### config.mk
export PLATFORM = sky130hd
export DESIGN_NAME = regstat_table
export DESIGN_NICKNAME = d
export VERILOG_FILES = /design/src/rtl/regstat_pkg.sv /design/src/rtl/regstat_entry.sv /design/src/rtl/regstat_lookup.sv /design/src/rtl/regstat_table.sv
export SDC_FILE = /design/constraint.sdc
export NUM_CORES = 2
export LEC_CHECK = 0
export ABC_CLOCK_PERIOD_IN_PS = 4100
export BUFFER_PORTS_ARGS = -buffer_cell sky130_fd_sc_hd__buf_4
export CAP_MARGIN = 20
export CORE_MARGIN = 3
export CORE_UTILIZATION = 25
export CTS_CLUSTER_SIZE = 14
export DETAILED_ROUTE_END_ITERATION = 16
export SYNTH_ARGS = -nofsm -noshare
export SYNTH_HDL_FRONTEND = slang
export SYNTH_SLANG_ARGS = --single-unit
### constraint.sdc
create_clock -name clk -period 4.1 [get_ports clk]
set_clock_uncertainty 0.15 [all_clocks]
set_input_delay 0.82 -clock clk [delete_from_list [all_inputs] [get_ports clk]]
set_output_delay 0.82 -clock clk [all_outputs]
set_load 0.005 [all_outputs]
### src/rtl/regstat_pkg.sv
// Package: default sizing shared by the status table and its bench.
// Assumes tag value zero is reserved to mean "no pending producer".
package regstat_pkg;
    localparam int unsigned DEF_NREG = 16;
    localparam int unsigned DEF_DW   = 32;
    localparam int unsigned DEF_TW   = 3;
endpackage

### src/rtl/regstat_entry.sv
// One register of the status table: committed value plus producer tag.
// Assumes the rename tag is nonzero; a rename wins over a matching
// result-bus write for the tag field.
module regstat_entry #(
    parameter int unsigned DW = 32,
    parameter int unsigned TW = 3
) (
    input  logic          clk,
    input  logic          rst_n,
    input  logic          ren,
    input  logic [TW-1:0] ren_tag,
    input  logic          rb_valid,
    input  logic [TW-1:0] rb_tag,
    input  logic [DW-1:0] rb_data,
    output logic [TW-1:0] qi,
    output logic [DW-1:0] val
);
    logic hit;

    // Purpose: detect a result-bus broadcast addressed to this register.
    always_comb begin
        hit = rb_valid && (qi != '0) && (qi == rb_tag);
    end

    // Purpose: update tag and value on reset, rename and write-back.
    always_ff @(posedge clk) begin
        if (!rst_n) begin
            qi  <= '0;
            val <= '0;
        end else begin
            if (hit) begin
                val <= rb_data;
                if (!ren) qi <= '0;
            end
            if (ren) qi <= ren_tag;
        end
    end

    // a rename is visible as the tag next cycle
    p_rename_tag_r4: assert property (@(posedge clk) disable iff (!rst_n)
        ren |=> (qi == $past(ren_tag)));

    // matching broadcast without rename lands data and clears tag
    p_writeback_r6: assert property (@(posedge clk) disable iff (!rst_n)
        (hit && !ren) |=> (qi == '0 && val == $past(rb_data)));

    // without rename or matching broadcast the entry holds
    p_hold_r9: assert property (@(posedge clk) disable iff (!rst_n)
        (!ren && !hit) |=> ($stable(qi) && $stable(val)));
endmodule

### src/rtl/regstat_lookup.sv
// Source operand lookup: combinational read of tag/value with a bypass
// from the result bus. Assumes arrays reflect state before this cycle's edge.
module regstat_lookup #(
    parameter int unsigned NREG = 16,
    parameter int unsigned DW   = 32,
    parameter int unsigned TW   = 3,
    localparam int unsigned IW  = $clog2(NREG)
) (
    input  logic          clk,
    input  logic          rst_n,
    input  logic [IW-1:0] idx,
    input  logic [TW-1:0] qi_arr [NREG],
    input  logic [DW-1:0] val_arr [NREG],
    input  logic          rb_valid,
    input  logic [TW-1:0] rb_tag,
    input  logic [DW-1:0] rb_data,
    output logic          ready,
    output logic [DW-1:0] data,
    output logic [TW-1:0] tag
);
    logic [TW-1:0] q;

    // Purpose: select value, bypassed broadcast, or producer tag.
    always_comb begin
        q = qi_arr[idx];
        if (q == '0) begin
            ready = 1'b1;
            data  = val_arr[idx];
            tag   = '0;
        end else if (rb_valid && (q == rb_tag)) begin
            ready = 1'b1;
            data  = rb_data;
            tag   = '0;
        end else begin
            ready = 1'b0;
            data  = '0;
            tag   = q;
        end
    end

    // a not-ready answer always names a real producer
    p_pending_tag_r3: assert property (@(posedge clk) disable iff (!rst_n)
        !ready |-> (tag != '0 && data == '0));

    // a ready answer never carries a tag
    p_ready_notag_r7: assert property (@(posedge clk) disable iff (!rst_n)
        ready |-> (tag == '0));
endmodule

### src/rtl/regstat_table.sv
// Register producer-tag status table: two lookups and one rename per
// cycle, result-bus write-back guarded by tag match. Assumes issue tags
// are nonzero and unique among in-flight producers.
module regstat_table #(
    parameter int unsigned NREG = regstat_pkg::DEF_NREG,
    parameter int unsigned DW   = regstat_pkg::DEF_DW,
    parameter int unsigned TW   = regstat_pkg::DEF_TW,
    localparam int unsigned IW  = $clog2(NREG)
) (
    input  logic          clk,
    input  logic          rst_n,
    input  logic [IW-1:0] src_a_idx,
    output logic          src_a_ready,
    output logic [DW-1:0] src_a_data,
    output logic [TW-1:0] src_a_tag,
    input  logic [IW-1:0] src_b_idx,
    output logic          src_b_ready,
    output logic [DW-1:0] src_b_data,
    output logic [TW-1:0] src_b_tag,
    input  logic          iss_valid,
    input  logic [IW-1:0] iss_dst,
    input  logic [TW-1:0] iss_tag,
    input  logic          rb_valid,
    input  logic [TW-1:0] rb_tag,
    input  logic [DW-1:0] rb_data
);
    logic [TW-1:0] qi_arr  [NREG];
    logic [DW-1:0] val_arr [NREG];

    // Purpose: one status entry per architectural register.
    for (genvar g = 0; g < NREG; g++) begin : g_ent
        logic ren;
        always_comb ren = iss_valid && (iss_dst == IW'(g));
        regstat_entry #(.DW(DW), .TW(TW)) u_ent (
            .clk(clk), .rst_n(rst_n), .ren(ren), .ren_tag(iss_tag),
            .rb_valid(rb_valid), .rb_tag(rb_tag), .rb_data(rb_data),
            .qi(qi_arr[g]), .val(val_arr[g])
        );
    end

    regstat_lookup #(.NREG(NREG), .DW(DW), .TW(TW)) u_look_a (
        .clk(clk), .rst_n(rst_n), .idx(src_a_idx),
        .qi_arr(qi_arr), .val_arr(val_arr),
        .rb_valid(rb_valid), .rb_tag(rb_tag), .rb_data(rb_data),
        .ready(src_a_ready), .data(src_a_data), .tag(src_a_tag)
    );

    regstat_lookup #(.NREG(NREG), .DW(DW), .TW(TW)) u_look_b (
        .clk(clk), .rst_n(rst_n), .idx(src_b_idx),
        .qi_arr(qi_arr), .val_arr(val_arr),
        .rb_valid(rb_valid), .rb_tag(rb_tag), .rb_data(rb_data),
        .ready(src_b_ready), .data(src_b_data), .tag(src_b_tag)
    );

    // issue never presents the reserved zero tag
    p_issue_tag_nonzero_r4: assert property (@(posedge clk) disable iff (!rst_n)
        iss_valid |-> (iss_tag != '0));

    // rename of the destination wins over its broadcast in the same cycle
    p_rename_wins_r8: assert property (@(posedge clk) disable iff (!rst_n)
        (iss_valid && rb_valid && qi_arr[iss_dst] == rb_tag && rb_tag != '0)
        |=> (qi_arr[$past(iss_dst)] == $past(iss_tag)));
endmodule

# --- Yosys cells after proc, flatten, opt, wreduce, memory -nomap -nowiden ---
# Cells that the tools add are included.
op_classes:
  n_eq_ne: 33
  order_cmp: 2
  mux: 56
  reduce_logical: 85
  bitwise: 2
op_table:
  columns: ["op", "count"]
  rows:
  - ["binary-select mux 32 bit (select 4 bit)", 2]
  - ["2-to-1 mux 32 bit", 8]
  - ["2-to-1 mux 3 bit", 40]
  - ["== test 3 bit", 18]
  - ["logical AND 1 bit", 50]
  - ["nonzero test 3 bit", 16]
  - ["== test 4 bit, second input constant", 8]
  - ["nonzero test 2 bit", 16]
  - ["binary-select mux 3 bit (select 4 bit)", 2]
  - ["== test 4 x 3 -> 1 bit, second input constant", 4]
  - [">= comparator 5 bit, second input constant", 2]
  - ["NOT 4 -> 5 bit", 2]
  - ["== test 4 x 2 -> 1 bit, second input constant", 2]
  - ["logical NOT 3 bit", 2]
  - ["== test 4 x 1 -> 1 bit, second input constant", 1]
  - ["logical NOT 4 bit", 1]
  - ["2-to-1 mux 1 bit", 4]
word_totals:
  reg_bits: 560
  output_inout_bits: 72
  wordCells: 210
  inputBits: 54

# --- Depth between registers and ports, before layout ---
logic_depth:
  ltp_word: 8
  depth_mapped: 10
  depth_no_buf: 6

# --- Cells and area by module ---
# From an unflattened synthesis, not the netlist that was laid out.
hier_totals:
  hier_cells: 3127
  hier_area_um2: 32904.1
by_module_without_submodules:
  columns: ["mod", "seq_area_each_um2", "cells_per_inst", "n_inst", "area_each_um2"]
  rows:
  - ["regstat_entry", 700.7, 159, 16, 1462.7]
  - ["regstat_lookup", 0.0, 280, 2, 4692.0]
  - ["regstat_table", 0.0, 23, 1, 117.6]

# --- Least setup slack after synthesis ---
# No wires, ideal clock.
synth_path:
  kind: "input to output"
  startpoint: "input src_b_idx[1]"
  endpoint: "output src_b_data[10]"
  slack_ns: 0.251
  stages: 8
  t_required_ns: 3.130
  arrival_time_ns: 2.879
  n_path_buf: 4
  cell_sequence: "buf_2 > buf_4 > buf_2 > buf_2 > mux4_2 > mux4_2 > inv_1 > o32ai_1"
synth_between:
  elab_chain_cells: 8
  elab_cells_between_ends: 12
  classes_between: "1 x eq/ne; 8 x mux; 1 x bitwise; 2 x reduce/logical"
synth_rtl:
  columns: ["element", "line", "rtl"]
  rows:
  - ["start, declared", "regstat_table.sv:16", "input logic [IW-1:0] src_b_idx,"]
  - ["NOT 4 -> 5 bit (not written as such) (*)", "regstat_lookup.sv:25, regstat_lookup.sv:28", null]
  - ["binary-select mux 3 bit (select 4 bit)", "regstat_lookup.sv:25", "q = qi_arr[idx];"]
  - ["2-to-1 mux 3 bit (not written as such) (2 in a row)", "regstat_lookup.sv:25", null]
  - ["== test 3 bit", "regstat_lookup.sv:30", "end else if (rb_valid && (q == rb_tag)) begin"]
  - ["logical AND 1 bit", "regstat_lookup.sv:30", null]
  - ["2-to-1 mux 32 bit", "regstat_lookup.sv:30", null]
  - ["2-to-1 mux 32 bit (*)", "regstat_lookup.sv:26", "if (q == '0) begin"]
  - ["end, declared", "regstat_table.sv:18", "output logic [DW-1:0] src_b_data,"]
# Mark *: on every way between the ends. The rest lies on a longest branch, timed or not. The select of a mux whose other input is x is not followed.

# --- Final worst setup path ---
layout_path:
  startpoint: "register g_ent[15].u_ent.qi[0]"
  endpoint: "output src_a_tag[0]"
layout_between:
  elab_chain_cells: 7
  elab_cells_between_ends: 8
  classes_between: "1 x eq/ne; 5 x mux; 2 x reduce/logical"
layout_rtl:
  columns: ["element", "line", "rtl"]
  rows:
  - ["start, declared", "regstat_entry.sv:15", "output logic [TW-1:0] qi,"]
  - ["start signal, assigned", "regstat_entry.sv:35", "if (ren) qi <= ren_tag;"]
  - ["binary-select mux 3 bit (select 4 bit) (*)", "regstat_lookup.sv:25", null]
  - ["2-to-1 mux 3 bit (not written as such) (*) (2 in a row)", "regstat_lookup.sv:25", null]
  - ["== test 3 bit", "regstat_lookup.sv:30", null]
  - ["logical AND 1 bit", "regstat_lookup.sv:30", null]
  - ["2-to-1 mux 3 bit", "regstat_lookup.sv:30", null]
  - ["2-to-1 mux 3 bit (*)", "regstat_lookup.sv:26", null]
  - ["end, declared", "regstat_table.sv:15", "output logic [TW-1:0] src_a_tag,"]
# Marked as above.

==> results.py <==
metrics = {
    "sta": {
        "slew_headroom_pct": 49.3,
        "worst_pin_slew_ns": 0.761,
        "max_clock_freq_ghz": 0.248,
        "worst_slack_ns": 0.0721,
        "finalHoldViolations": 0,
        "slew_violations": 0,
        "fin_crit_sh_pct": 98.2,
        "finalSetupViolations": 0,
        "period_minus_slack_ns": 4.03,
        "rsz0062_at_grt": "false",
    },
    "logic_synthesis": {
        "synth_top_cell_by_area": "dfxtp_1",
        "synth_area_leaders": "dfxtp_1, mux4_2, mux2i_1, nor2b_1, nand2_1",
        "async_flop_share_pct": 0,
        "ys_seq_area_share_pct": 35.0,
        "ys.flop_type": "dfxtp_1",
        "syn_inst": 2849,
        "avgSynthCellArea_um2": 11.2,
        "synth.distinct_cells": 54,
        "synth.ff_latch_count": 560,
        "syn_nets": 2903,
        "synthesis.area_um2": 32000,
        "synth_edf_count": 0,
        "ys_warn_count": 0,
        "synth_top_area_share_pct": 35.0,
    },
    "floorplan": {
        "rows": 130,
        "initial_core_util_pct": 25.3,
        "fp.dieW_um": 364,
        "io_pins": 126,
        "die_area_um2": 132000,
        "core-area_um2": 126000,
        "die_h_um": 364,
    },
    "placement": {
        "gp_congestion": 0.802,
        "port_buffers": 125,
        "hpwl_um": 60900,
        "placed_area_um2": 35100,
        "place_ws_ns": -0.206,
        "place_inst": 4420,
    },
    "finish": {
        "stdcell_count": 4542,
        "seq_area_um2": 11200,
        "postLayoutCellArea_um2": 37500,
        "layout-drive-gt1-share_pct": 25.4,
        "multi_input_area_um2": 19500,
        "layout.nets": 2894,
        "area_growth_pct": 17.0,
        "fillCellCount": 12700,
    },
    "global_route": {
        "grt.overflow.total": 0,
        "grt_usage_pct": 14.7,
        "grt_max_degree": 124,
        "antenna_found_initial": 6,
        "grt_pass1_wl_um": 148000,
        "grt_pass1_vias": 22300,
    },
    "worst_setup_path": {
        "reg2reg_depth": 7,
        "start_kind": "register",
        "r2r_end": "g_ent[15].u_ent.qi[2]",
        "rr_startpoint": "g_ent[15].u_ent.qi[0]",
        "arrival_ns": 3.06,
        "critical_path_required_ns": 3.13,
        "r2r_slack_ns": 1.76,
        "cp_max_fo": 7,
        "cp-end-kind": "output port",
        "worstSetupPathType": "register to output port",
    },
    "flow_run": {
        "maxCapViolCount": 0,
    },
    "min_path": {
        "holdPathStages": 2,
        "hold_start": "g_ent[11].u_ent.val[28]",
        "whs_endpoint": "g_ent[11].u_ent.val[28]",
        "hold_path_class": "register to register",
    },
    "power_and_ir_drop": {
        "p_per_area_nw_per_um2": 333,
        "ir_drop_v": 0.000320,
        "cellLeakagePower_nw": 11.6,
    },
    "clock_network": {
        "numCtsBuffers": 59,
        "cts_root_buf": "clkbuf_16",
        "clock-sinks": 560,
        "clkTransAtPathRegs_ns": 0.06,
        "cts_max_level": 2,
        "hold_buffers": 0,
        "tritoncts": "yes",
        "clock_path_buffers": 3,
        "clock_latency_ns": 0.64,
    },
    "detailed_routing": {
        "wl_per_cell_um": 22.0,
        "ant_nets": 0,
        "wl_um": 99800,
        "routed_via_density": 4.87,
        "dr.first_iter.drc_count": 1822,
        "drc": 0,
        "firstDrtPassIters": 5,
        "vias": 22100,
    },
    "outcome": {
        "status": "completed",
    },
}
[metrics by stage]
step | utilization, % | TNS, ns | hold WS (ns) | power [mW]
finish | 29.6 | 0 | 0.381 | 12.5
global route | 29.6 | 0 | 0.398 | 12.9
CTS | 29.5 | 0 | 0.383 | 12.6
detailed placement | 27.8 | -1.25 | 0.368 | 6.76
global placement | 27.8 | -1.50 | 0.358 | 6.75
floorplan | - | 0 | 0.344 | 6.32
[report_power, final]
group / leakage (nW) / total, mW / switching, mW / internal, mW
clock: 1.04 / 5.78 / 2.33 / 3.45
combinational: 6.03 / 1.20 / 0.707 / 0.495
sequential: 4.51 / 5.48 / 0.0217 / 5.46
total: 11.6 / 12.5 / 3.06 / 9.41
[synth_stat cells (5+ instances only)]
cell      number
nand2_1      148
o32ai_1       32
dfxtp_1      560
o21bai_1       5
buf_2        102
and2_1        50
clkbuf_1     141
mux2i_1      531
inv_1         49
buf_6          6
nor2b_1      550
buf_1         56
a31o_1        28
o21ai_0       64
nand2b_1       5
nand3_1        7
buf_4          8
xor2_1        35
nor3_1         9
mux2_2        13
nor4_1        13
mux4_2       332
nor2_1        56
[cell families after synthesis]
family / after synthesis / synth area share [%]
multiplexers: 876 / 40.4
AND/OR/NAND/NOR: 846 / 14.9
flip-flops: 560 / 35.0
buffers and inverters: 363 / 4.89
AO/OA/AOI/OAI: 168 / 3.78
XOR/XNOR: 36 / 0.985
[repair_timing]
item / in CTS / in global routing
gates resized for setup: 9 / 16
pin swaps: 0 / 2
setup endpoints to repair: 46 / 58
gates cloned: 0 / 1
setup buffers: 1 / 7
endpoints found under the hold margin: 0 / 0
[placed cells by master, fill, tap and decap left out, types with 9 or more instances in the layout]
cell type    n
and2_1      50
nor2_1      56
buf_12      41
clkbuf_16   62
clkinv_2    13
mux4_2     332
inv_1       49
a31o_1      28
clkbuf_8    15
o32ai_2      9
o32ai_1     22
buf_4      192
xor2_1      35
mux2i_1    530
dfxtp_1    559
nor4_2      12
clkbuf_1    12
o21ai_0     64
nor2b_1    550
nand2_1    148
mux2_2      13
[metal layers]
metal	up-vias	share of wire, %	GRT usage (%)	wire (µm)
met5	-	0.011	0	11
met4	2	3.2	4.90	3190
met3	146	5.1	2.04	5090
met2	596	46	23.7	46200
met1	11200	45	20.1	45300
li1	10200	-	-	-
[registers in the layout, indices dropped and copies added, names as in the netlist]
| name | flops |
|---|---|
| g_ent.u_ent.qi | 48 |
| g_ent.u_ent.val | 512 |
[how the worst max path moves through the flow]
stage / startpoint / end / slack, ns
4_1_cts: src_a_idx[2] / src_a_data[12] / 0.01
5_1_grt: src_b_idx[1] / src_b_data[25] / 0.0003
2_1_floorplan: src_b_idx[1] / src_b_data[10] / 0.25
3_3_place_gp: src_b_idx[1] / src_b_data[17] / -0.22
6_report: g_ent[15].u_ent.qi[0] / src_a_tag[0] / 0.07
3_5_place_dp: src_b_idx[1] / src_b_data[17] / -0.21
[worst max-delay path: stages (launching register included)]
cell and delay (ns):
dfxtp_1 0.39, mux4_2 0.56, and4_4 0.22, a2111oi_2 0.28
nand3_1 0.14, and4_4 0.24, buf_4 0.18, a211oi_4 0.23
buf_4 0.17
[layout make-up]
| type | count | share of cell area (%) |
|---|---|---|
| diodes | 3 | 0.0200 |
| clock buffers | 86 | 4.67 |
| clock inverters | 24 | 0.885 |
| inverters | 50 | 0.501 |
| multi-input cells | 1926 | 52.1 |
| flip-flops and latches | 560 | 29.9 |
| well taps | 1650 | 5.51 |
| repair buffers | 243 | 6.42 |
Note: power is estimated with default switching activity, not from simulation.
